File: config.mk
export PLATFORM = sky130hd
export DESIGN_NAME = vec_prio_arb
export DESIGN_NICKNAME = d
export VERILOG_FILES = /design/src/rtl/vpa_pkg.sv /design/src/rtl/vpa_hi_find.sv /design/src/rtl/vpa_vec_state.sv /design/src/rtl/vec_prio_arb.sv
export SDC_FILE = /design/constraint.sdc
export NUM_CORES = 2
export LEC_CHECK = 0
export BUFFER_PORTS_ARGS = -buffer_cell sky130_fd_sc_hd__buf_4
export CAP_MARGIN = 20
export CORE_MARGIN = 8
export CORE_UTILIZATION = 35
export CTS_BUF_LIST = sky130_fd_sc_hd__clkbuf_8
export DETAILED_ROUTE_END_ITERATION = 16
export GPL_TIMING_DRIVEN = 0
export SYNTH_ARGS = -nofsm -noshare
export SYNTH_HDL_FRONTEND = slang
export SYNTH_SLANG_ARGS = --single-unit
File: constraint.sdc
create_clock -name clk -period 6.59 [get_ports clk]
set_clock_uncertainty 0.15 [all_clocks]
set_input_delay 0.9885 -clock clk [delete_from_list [all_inputs] [get_ports clk]]
set_output_delay 0.9885 -clock clk [all_outputs]
set_load 0.01 [all_outputs]
File: src/rtl/vpa_pkg.sv
package vpa_pkg;
  localparam int VEC_W = 8;
  localparam int CLS_W = 4;
  localparam int SUB_W = VEC_W - CLS_W;
  localparam int NVEC  = 1 << VEC_W;

  typedef logic [VEC_W-1:0] vec_t;
  typedef logic [CLS_W-1:0] cls_t;

  function automatic cls_t cls_of(input vec_t v);
    return v[VEC_W-1 -: CLS_W];
  endfunction
endpackage

File: src/rtl/vpa_hi_find.sv
module vpa_hi_find #(
  parameter int IDX_W = 8,
  parameter int GRP_W = 4
) (
  input  logic [(1<<IDX_W)-1:0] bits,
  output logic                  found,
  output logic [IDX_W-1:0]      idx
);
  localparam int NG   = 1 << (IDX_W - GRP_W);
  localparam int G    = 1 << GRP_W;
  localparam int HI_W = IDX_W - GRP_W;

  logic [NG-1:0]    grp_any;
  logic [HI_W-1:0]  grp_sel;
  logic [GRP_W-1:0] sub_sel;

  generate
    for (genvar gi = 0; gi < NG; gi++) begin : g_grp
      assign grp_any[gi] = |bits[gi*G +: G];
    end
  endgenerate

  always_comb begin
    grp_sel = '0;
    for (int g = 0; g < NG; g++)
      if (grp_any[g]) grp_sel = HI_W'(g);
    sub_sel = '0;
    for (int s = 0; s < G; s++)
      if (bits[{grp_sel, GRP_W'(s)}]) sub_sel = GRP_W'(s);
  end

  assign found = |grp_any;
  assign idx   = {grp_sel, sub_sel};
endmodule

File: src/rtl/vpa_vec_state.sv
module vpa_vec_state
  import vpa_pkg::*;
#(
  parameter int IDX_W = VEC_W
) (
  input  logic                  clk,
  input  logic                  rst,
  input  logic                  req_en,
  input  logic [IDX_W-1:0]      req_idx,
  input  logic                  ack_en,
  input  logic [IDX_W-1:0]      ack_idx,
  input  logic                  ret_en,
  input  logic [IDX_W-1:0]      ret_idx,
  output logic [(1<<IDX_W)-1:0] pend,
  output logic [(1<<IDX_W)-1:0] isr
);
  localparam int N = 1 << IDX_W;
  localparam logic [N-1:0] ONE = N'(1);

  logic [N-1:0] req_m, ack_m, ret_m;

  assign req_m = req_en ? (ONE << req_idx) : '0;
  assign ack_m = ack_en ? (ONE << ack_idx) : '0;
  assign ret_m = ret_en ? (ONE << ret_idx) : '0;

  always_ff @(posedge clk) begin
    if (rst) begin
      pend <= '0;
      isr  <= '0;
    end else begin
      pend <= (pend & ~ack_m) | req_m;
      isr  <= (isr & ~ret_m) | ack_m;
    end
  end

  // an acknowledged vector is in service at the next edge
  a_r7_ack_enters_service: assert property (@(posedge clk) disable iff (rst)
    ack_en |=> isr[$past(ack_idx)]);

  // it stops waiting unless it was requested again in that cycle
  a_r7_ack_leaves_pending: assert property (@(posedge clk) disable iff (rst)
    ack_en && !(req_en && req_idx == ack_idx) |=> !pend[$past(ack_idx)]);

  // the retired vector is gone from service
  a_r8_retire_clears: assert property (@(posedge clk) disable iff (rst)
    ret_en && !(ack_en && ack_idx == ret_idx) |=> !isr[$past(ret_idx)]);
endmodule

File: src/rtl/vec_prio_arb.sv
module vec_prio_arb
  import vpa_pkg::*;
(
  input  logic             clk,
  input  logic             rst,
  input  logic             req_valid,
  input  logic [VEC_W-1:0] req_vec,
  input  logic             tpr_we,
  input  logic [CLS_W-1:0] tpr_wdata,
  output logic             dlv_valid,
  output logic [VEC_W-1:0] dlv_vec,
  input  logic             dlv_ack,
  input  logic             eoi,
  output logic [CLS_W-1:0] proc_prio
);
  logic [NVEC-1:0] pend, isr;
  logic            pend_found, isr_found;
  vec_t            pend_top, isr_top;
  cls_t            tpr_q, isr_cls;
  logic            req_legal, ack_fire, eligible;

  // class 0 never enters the waiting set
  assign req_legal = req_valid && (cls_of(req_vec) != '0);
  assign ack_fire  = dlv_valid && dlv_ack;

  vpa_vec_state #(.IDX_W(VEC_W)) u_state (
    .clk     (clk),
    .rst     (rst),
    .req_en  (req_legal),
    .req_idx (req_vec),
    .ack_en  (ack_fire),
    .ack_idx (dlv_vec),
    .ret_en  (eoi && isr_found),
    .ret_idx (isr_top),
    .pend    (pend),
    .isr     (isr)
  );

  vpa_hi_find #(.IDX_W(VEC_W), .GRP_W(SUB_W)) u_find_pend (
    .bits  (pend),
    .found (pend_found),
    .idx   (pend_top)
  );

  vpa_hi_find #(.IDX_W(VEC_W), .GRP_W(SUB_W)) u_find_isr (
    .bits  (isr),
    .found (isr_found),
    .idx   (isr_top)
  );

  always_ff @(posedge clk) begin
    if (rst)         tpr_q <= '0;
    else if (tpr_we) tpr_q <= tpr_wdata;
  end

  assign isr_cls   = isr_found ? cls_of(isr_top) : '0;
  assign proc_prio = (isr_cls > tpr_q) ? isr_cls : tpr_q;
  assign eligible  = pend_found && (cls_of(pend_top) > proc_prio);

  always_ff @(posedge clk) begin
    if (rst) begin
      dlv_valid <= 1'b0;
      dlv_vec   <= '0;
    end else if (dlv_valid) begin
      if (dlv_ack) dlv_valid <= 1'b0;
    end else if (eligible) begin
      dlv_valid <= 1'b1;
      dlv_vec   <= pend_top;
    end
  end

  // nothing from class 0 is ever offered
  a_r4_legal_only: assert property (@(posedge clk) disable iff (rst)
    dlv_valid |-> cls_of(dlv_vec) != '0);

  // an open offer holds until acknowledged
  a_r6_offer_held: assert property (@(posedge clk) disable iff (rst)
    dlv_valid && !dlv_ack |=> dlv_valid && $stable(dlv_vec));

  // a new offer is above the priority that held in the cycle before
  a_r5_above_prio: assert property (@(posedge clk) disable iff (rst)
    $rose(dlv_valid) |-> cls_of(dlv_vec) > $past(proc_prio));

  // the chosen waiting vector really is waiting
  a_r2_pick_is_pending: assert property (@(posedge clk) disable iff (rst)
    pend_found |-> pend[pend_top]);

  // the processor priority never falls below the threshold
  a_r5_prio_floor: assert property (@(posedge clk) disable iff (rst)
    proc_prio >= tpr_q);
endmodule

## Word level (Yosys, flattened, before mapping)

Cells that the tools add are included.

| cells by class | value |
|---|---|
| shift operators | 3 |
| bitwise gates (word level) | 7 |
| reductions and logical operators | 38 |
| $lt $le $gt $ge | 32 |
| multiplexer cells | 128 |

Operator list:

| operator | count |
|---|---|
| two-way mux 256 bit | 3 |
| << shifter 1 x 8 -> 256 bit (first input constant) | 3 |
| bitwise AND 256 bit | 2 |
| inverter 256 bit | 2 |
| bitwise OR 256 bit | 2 |
| OR reduction 256 bit | 2 |
| OR reduction 16 bit | 30 |
| less-than comparator 8 x 9 -> 1 bit (second input constant) | 30 |
| two-way mux 4 bit | 34 |
| binary-select mux 1 bit (select 4 bit) | 30 |
| two-way mux 3 bit | 16 |
| two-way mux 1 bit | 37 |
| two-way mux 2 bit | 8 |
| > comparator 4 bit | 2 |
| logical AND 1 bit | 4 |
| nonzero test 4 bit | 1 |
| AND reduction 2 bit | 1 |
| inverter 1 bit | 1 |

| word-level totals | value |
|---|---|
| input port bits | 18 |
| register bits after elaboration | 525 |
| logic and storage cells | 213 |

## Logic depth before layout (Yosys ltp)

| depth | value |
|---|---|
| word-level depth | 38 |
| depth in mapped cells | 32 |

## Cells and area by module

From an unflattened synthesis, not the netlist that was laid out.

| second synthesis, totals | value |
|---|---|
| cells, all modules | 3163 |
| area total of the unflattened synthesis | 27600.2 µm² |

Modules (own cells, without submodules):

| module | sequential area each (µm²) | area each (µm²) | instances | cells an instance |
|---|---|---|---|---|
| vpa_vec_state | 10249.8 | 20928.8 | 1 | 2239 |
| vpa_hi_find at u_find_isr | 0.0 | 2964.1 | 1 | 417 |
| vpa_hi_find at u_find_pend | 0.0 | 2841.5 | 1 | 416 |
| vec_prio_arb | 260.2 | 865.8 | 1 | 91 |

## Least setup slack after synthesis

OpenSTA, ideal clock, no wires.

| path | value |
|---|---|
| kind | reg-to-reg |
| start | reg u_state.isr[184] |
| end | reg dlv_vec[3] |
| clock period less this slack | 5.699 ns |
| library setup time | 0.095 ns |
| cell stages (with the launch flop) | 33 |
| setup slack | 0.891 ns |
| arrival | 5.453 ns |
| data required time | 6.345 ns |
| path through | dfxtp_1 -> nor4_1 -> nand4_1 -> nor3_1 -> o21a_1 -> buf_2 -> o21ai_1 -> inv_1 -> buf_2 -> buf_2 -> buf_2 -> buf_1 -> ha_1 -> nor2b_1 -> o21ai_0 -> nand2b_1 -> a21oi_1 -> a41o_1 -> nor2_1 -> a21oi_1 -> ha_1 -> nor2b_1 -> o21a_1 -> o21a_1 -> o21ai_0 -> nand2b_1 -> a211oi_1 -> o21ai_0 -> o21ai_0 -> a221o_1 -> nand2_1 -> nor2_1 -> a221oi_1 |

| on the way | value |
|---|---|
| longest elaborated chain between the ends | 12 |

RTL lines:

| item | line | text |
|---|---|---|
| start, declared | vpa_vec_state.sv:15 | `output logic [(1<<IDX_W)-1:0] isr` |
| start signal, assigned | vpa_vec_state.sv:32 | `isr <= (isr & ~ret_m) \| ack_m;` |
| OR reduction 16 bit | vpa_hi_find.sv:19 | `assign grp_any[gi] = \|bits[gi*G +: G];` |
| two-way mux 4 bit (5 in a row) | vpa_hi_find.sv:26 | `if (grp_any[g]) grp_sel = HI_W'(g);` |
| two-way mux 4 bit * | vec_prio_arb.sv:56 | `assign isr_cls = isr_found ? cls_of(isr_top) : '0;` |
| > comparator 4 bit | vec_prio_arb.sv:57 | `assign proc_prio = (isr_cls > tpr_q) ? isr_cls : tpr_q;` |
| two-way mux 4 bit * | vec_prio_arb.sv:57 |  |
| > comparator 4 bit * | vec_prio_arb.sv:58 | `assign eligible = pend_found && (cls_of(pend_top) > proc_prio);` |
| logical AND 1 bit * | vec_prio_arb.sv:58 |  |
| AND reduction 2 bit (no line) * | - |  |
| end signal, assigned | vec_prio_arb.sv:68 | `dlv_vec <= pend_top;` |
| end, declared | vec_prio_arb.sv:11 | `output logic [VEC_W-1:0] dlv_vec,` |

Every way passes the cells marked *; elsewhere a longest branch is shown, timed or not.
A chain may end at the register's enable or synchronous reset.

## Worst setup path in the final report

| path | value |
|---|---|
| start | reg u_state.isr[179] |
| end | reg u_state.isr[168] |

| on the way | value |
|---|---|
| longest elaborated chain between the ends | 28 |

RTL lines:

| item | line | text |
|---|---|---|
| OR reduction 16 bit | vpa_hi_find.sv:19 |  |
| two-way mux 4 bit (5 in a row) | vpa_hi_find.sv:26 |  |
| binary-select mux 1 bit (select 4 bit) | vpa_hi_find.sv:29 | `if (bits[{grp_sel, GRP_W'(s)}]) sub_sel = GRP_W'(s);` |
| two-way mux 1 bit (not written as such) | vpa_hi_find.sv:29 |  |
| two-way mux 1 bit | vpa_hi_find.sv:29 |  |
| two-way mux 2 bit (2 in a row) | vpa_hi_find.sv:29 |  |
| two-way mux 3 bit (4 in a row) | vpa_hi_find.sv:29 |  |
| two-way mux 4 bit (8 in a row) | vpa_hi_find.sv:29 |  |
| << shifter 1 x 8 -> 256 bit | vpa_vec_state.sv:24 | `assign ret_m = ret_en ? (ONE << ret_idx) : '0;` |
| two-way mux 256 bit * | vpa_vec_state.sv:24 |  |
| inverter 256 bit * | vpa_vec_state.sv:32 |  |
| bitwise AND 256 bit * | vpa_vec_state.sv:32 |  |
| bitwise OR 256 bit * | vpa_vec_state.sv:32 |  |

Every way passes the cells marked *; elsewhere a longest branch is shown, timed or not. The select of a mux whose other input is x is not followed.

==> impl_metrics.xml <==
<?xml version="1.0" encoding="UTF-8"?>
<metrics>
  <group name="floorplan">
    <metric name="die_w" unit="um">287</metric>
    <metric name="design.die.area" unit="sq mm">0.0822</metric>
    <metric name="number_of_top_level_pins" unit="">31</metric>
    <metric name="die_height" unit="um">287</metric>
    <metric name="core_region_area" unit="sq mm">0.0728</metric>
    <metric name="std_cell_rows" unit="">99</metric>
    <metric name="initial_utilization" unit="%">35.2</metric>
  </group>
  <group name="sta">
    <metric name="worstMarginPinSlew" unit="ns">1.29</metric>
    <metric name="final_min_period_over_clock_period" unit="%">102</metric>
    <metric name="report.final.hold_viol_count" unit="">0</metric>
    <metric name="total_of_endpoints_with_negative_setup_slack_in_the_final_report" unit="">42</metric>
    <metric name="finalWorstSetupSlack" unit="ns">-0.118</metric>
    <metric name="timing.max_slew.rel_slack" unit="%">13.6</metric>
    <metric name="setup_repair_after_global_routing_missed_its_margin" unit="">yes</metric>
    <metric name="maxSlewViolCount" unit="">0</metric>
    <metric name="fmax" unit="MHz">149</metric>
    <metric name="timing.final.crit_period" unit="ns">6.71</metric>
  </group>
  <group name="finish">
    <metric name="multi_input_comb_area" unit="sq mm">0.0145</metric>
    <metric name="filler_cells_inserted" unit="">7716</metric>
    <metric name="post_route_cells_drive_above_1_share" unit="%">12.1</metric>
    <metric name="design.final.nets" unit="">3407</metric>
    <metric name="final-seq-area" unit="sq mm">0.0105</metric>
    <metric name="fin_cells" unit="">4418</metric>
    <metric name="growth_of_design_area_from_synthesis_to_finish" unit="%">17.6</metric>
  </group>
  <group name="clock_network">
    <metric name="htree_levels" unit="">3</metric>
    <metric name="clkSlewWorstSetupHoldPaths" unit="ns">0.07</metric>
    <metric name="tritoncts" unit="">done</metric>
    <metric name="cts-root-to-sink-buffers" unit="">3</metric>
    <metric name="root_buffer" unit="">clkbuf_8</metric>
    <metric name="cts-buffers-inserted" unit="">97</metric>
    <metric name="cts_hold_repair.buffers" unit="">0</metric>
    <metric name="tritoncts_num_sinks" unit="">525</metric>
    <metric name="clk_latency" unit="ns">0.72</metric>
  </group>
  <group name="synth">
    <metric name="most_used_flip_flop_cell_after_synthesis" unit="">dfxtp_1</metric>
    <metric name="synth_async_sr_flop_share" unit="%">0</metric>
    <metric name="netlist_top_cells_area" unit="">dfxtp_1, a21oi_1, a22oi_1, nand2_1, nor2_1</metric>
    <metric name="total_standard_cell_area_after_synthesis" unit="sq mm">0.0257</metric>
    <metric name="syn-num-nets" unit="">3223</metric>
    <metric name="number_of_flops_mapped_to_enable_cells_by_yosys" unit="">0</metric>
    <metric name="synth_sequential_area_ratio" unit="%">41.0</metric>
    <metric name="synth_seq_cells" unit="">525</metric>
    <metric name="yosysTopAreaCellShare" unit="%">41.0</metric>
    <metric name="postSynthCellCount" unit="">3197</metric>
    <metric name="synth_cell_type_count" unit="">86</metric>
    <metric name="synth_top_area_cell" unit="">dfxtp_1</metric>
    <metric name="number_of_warnings_reported_in_the_yosys_synthesis_log" unit="">0</metric>
    <metric name="synth_area_per_cell" unit="sq um">8.03</metric>
    <metric name="count_leader_synth" unit="">dfxtp_1</metric>
    <metric name="synth_common_cells" unit="">dfxtp_1, nand2_1, nor2_1</metric>
  </group>
  <group name="grt">
    <metric name="grt_remaining_overflow" unit="">0</metric>
    <metric name="grt_pass1_vias" unit="">27700</metric>
    <metric name="grt_first_pass_wirelength" unit="um">224000</metric>
    <metric name="grt_use_total" unit="%">38.6</metric>
    <metric name="grt_antenna_before_repair" unit="">7</metric>
    <metric name="grt_max_degree" unit="">20</metric>
  </group>
  <group name="pwr">
    <metric name="ir_worst_vdd" unit="V">0.000138</metric>
    <metric name="power.density" unit="mW/mm^2">267</metric>
    <metric name="p_leak" unit="uW">0.0102</metric>
  </group>
  <group name="min_path">
    <metric name="holdCritPathClass" unit="">reg -&gt; reg</metric>
  </group>
  <group name="detailed_routing">
    <metric name="drt_iter0_drc" unit="">5309</metric>
    <metric name="vias_per_inst" unit="">6.85</metric>
    <metric name="drt_pass1_iterations" unit="">9</metric>
    <metric name="antenna_left" unit="">0</metric>
    <metric name="wl" unit="um">166000</metric>
    <metric name="vias" unit="">30300</metric>
    <metric name="wire_per_inst" unit="um">37.6</metric>
    <metric name="route.detailed.drc" unit="">0</metric>
  </group>
  <group name="worst_setup_path">
    <metric name="crit-reg2reg-capture" unit="">u_state.isr[168]</metric>
    <metric name="worst_ep_required_time" unit="ns">6.95</metric>
    <metric name="critical_path.reg2reg.startpoint" unit="">u_state.isr[179]</metric>
    <metric name="worst_setup_path_endpoint" unit="">u_state.isr[168]</metric>
    <metric name="worst_setup_path_end_kind" unit="">flip-flop</metric>
    <metric name="worst_path_max_fanout" unit="">10</metric>
    <metric name="critPathArrivalTime" unit="ns">7.07</metric>
    <metric name="worst_r2r_path_depth" unit="">15</metric>
    <metric name="worstSetupStartpointType" unit="">flip-flop</metric>
    <metric name="critical_path_class" unit="">reg -&gt; reg</metric>
    <metric name="r2r_slack" unit="ns">-0.12</metric>
    <metric name="setup.worst_path.start" unit="">u_state.isr[179]</metric>
  </group>
  <group name="run_status">
    <metric name="outcome" unit="">finished with violations</metric>
    <metric name="failing_checks" unit="">negative setup slack</metric>
  </group>
  <group name="job">
    <metric name="cap_viol_max_count" unit="">0</metric>
  </group>
  <group name="placement">
    <metric name="gp_congestion" unit="">1.10</metric>
    <metric name="place.port_buffers" unit="">27</metric>
    <metric name="dp.cells" unit="">4206</metric>
    <metric name="detailedPlacementHpwl" unit="um">133000</metric>
    <metric name="dpl_worst_slack" unit="ns">-2.73</metric>
  </group>
</metrics>
-- layout make-up --
cell class,instances,share of cell area (%)
timing repair buffer,91,2.23
multi-input combinational,2396,48.0
buffer,236,3.39
inverter,34,0.460
tap,959,3.98
antenna,3,0.0249
clock inverter,41,0.991
sequential,525,34.8
clock buffer,133,6.06
-- sequential cells by signal, summed over array words and instances, names as in the netlist --
| name | flops |
|---|---|
| u_state.pend | 256 |
| dlv_vec | 8 |
| dlv_valid | 1 |
| tpr_q | 4 |
| u_state.isr | 256 |
-- cell families after synthesis --
kind of cell / Yosys count / synth area share (%)
adder cells (fa/ha/maj): 8 / 0.390
buffers and inverters: 276 / 4.33
AND/OR/NAND/NOR: 1203 / 21.8
AO/OA/AOI/OAI: 1105 / 28.9
multiplexers: 80 / 3.69
flip-flops: 525 / 41.0
-- power by group --
group	switching, uW	internal [uW]
sequential	32.5	3200
clock	1550	1950
combinational	1020	309
-- critical path, stage by stage, from the launching register on --
cell,delay [ns]
dfxtp_4,0.39
nor4_4,0.39
nand4_1,0.29
or4_4,0.62
o211ai_2,0.61
clkbuf_1,0.73
o211ai_1,0.15
mux2_2,0.34
o211ai_1,0.45
o311a_1,0.51
nand4_2,0.30
nor2_1,0.32
nand2_1,0.40
nor2_2,0.51
buf_6,0.21
a311oi_1,0.12
-- worst min-delay path by stage --
stage / cells past startpoint / start / slack [ns] / endpoint
2_1_floorplan: 2 / u_state.isr[240] / 0.30 / u_state.isr[240]
3_3_place_gp: 2 / u_state.isr[32] / 0.31 / u_state.isr[32]
3_5_place_dp: 2 / u_state.isr[64] / 0.31 / u_state.isr[64]
4_1_cts: 2 / u_state.isr[48] / 0.33 / u_state.isr[48]
5_1_grt: 2 / u_state.isr[16] / 0.35 / u_state.isr[16]
6_report: 2 / u_state.isr[48] / 0.33 / u_state.isr[48]
-- routing by layer --
metal  global-route usage (%)  wire, um
met3                     12.3     23700
met1                     49.9     62900
met4                     25.8     13500
met2                     54.6     66100
met5                        0        64
-- per-stage QoR --
stage	hold WS [ns]	total power, uW	util (%)	area (sq um)	setup TNS, ns
final	0.330	8060	41.4	30200	-1.56
after global routing	0.349	8180	41.4	30200	-0.0766
after floorplan	0.298	3920	-	25700	0
after detailed placement	0.315	4510	37.5	27300	-60.77
after global placement	0.314	4520	37.2	27100	-147.53
after CTS	0.331	7950	41.0	29800	0
-- cells in the final DEF (no fill, tap or decap), types with 38 or more instances in the layout --
cell type / netlist / final
dfxtp_1: 525 / 524
o21ai_0: 117 / 113
a211oi_1: 41 / 38
a21oi_1: 339 / 336
nor3_1: 61 / 54
o31ai_1: 112 / 112
nor2_1: 375 / 372
a22oi_1: 225 / 225
buf_2: 31 / 39
nand3_1: 39 / 38
clkbuf_8: 0 / 133
nor4_1: 142 / 107
nand2_1: 412 / 411
inv_1: 31 / 54
a311oi_1: 76 / 76
clkbuf_1: 192 / 178
buf_4: 2 / 79
mux2i_1: 53 / 53
-- timing repair --
action | in CTS | in global routing
pin swaps | 14 | 18
setup endpoints to repair | 186 | 47
resized for setup | 70 | 47
setup buffers | 17 | 22
(Power assumes the default switching activity.)
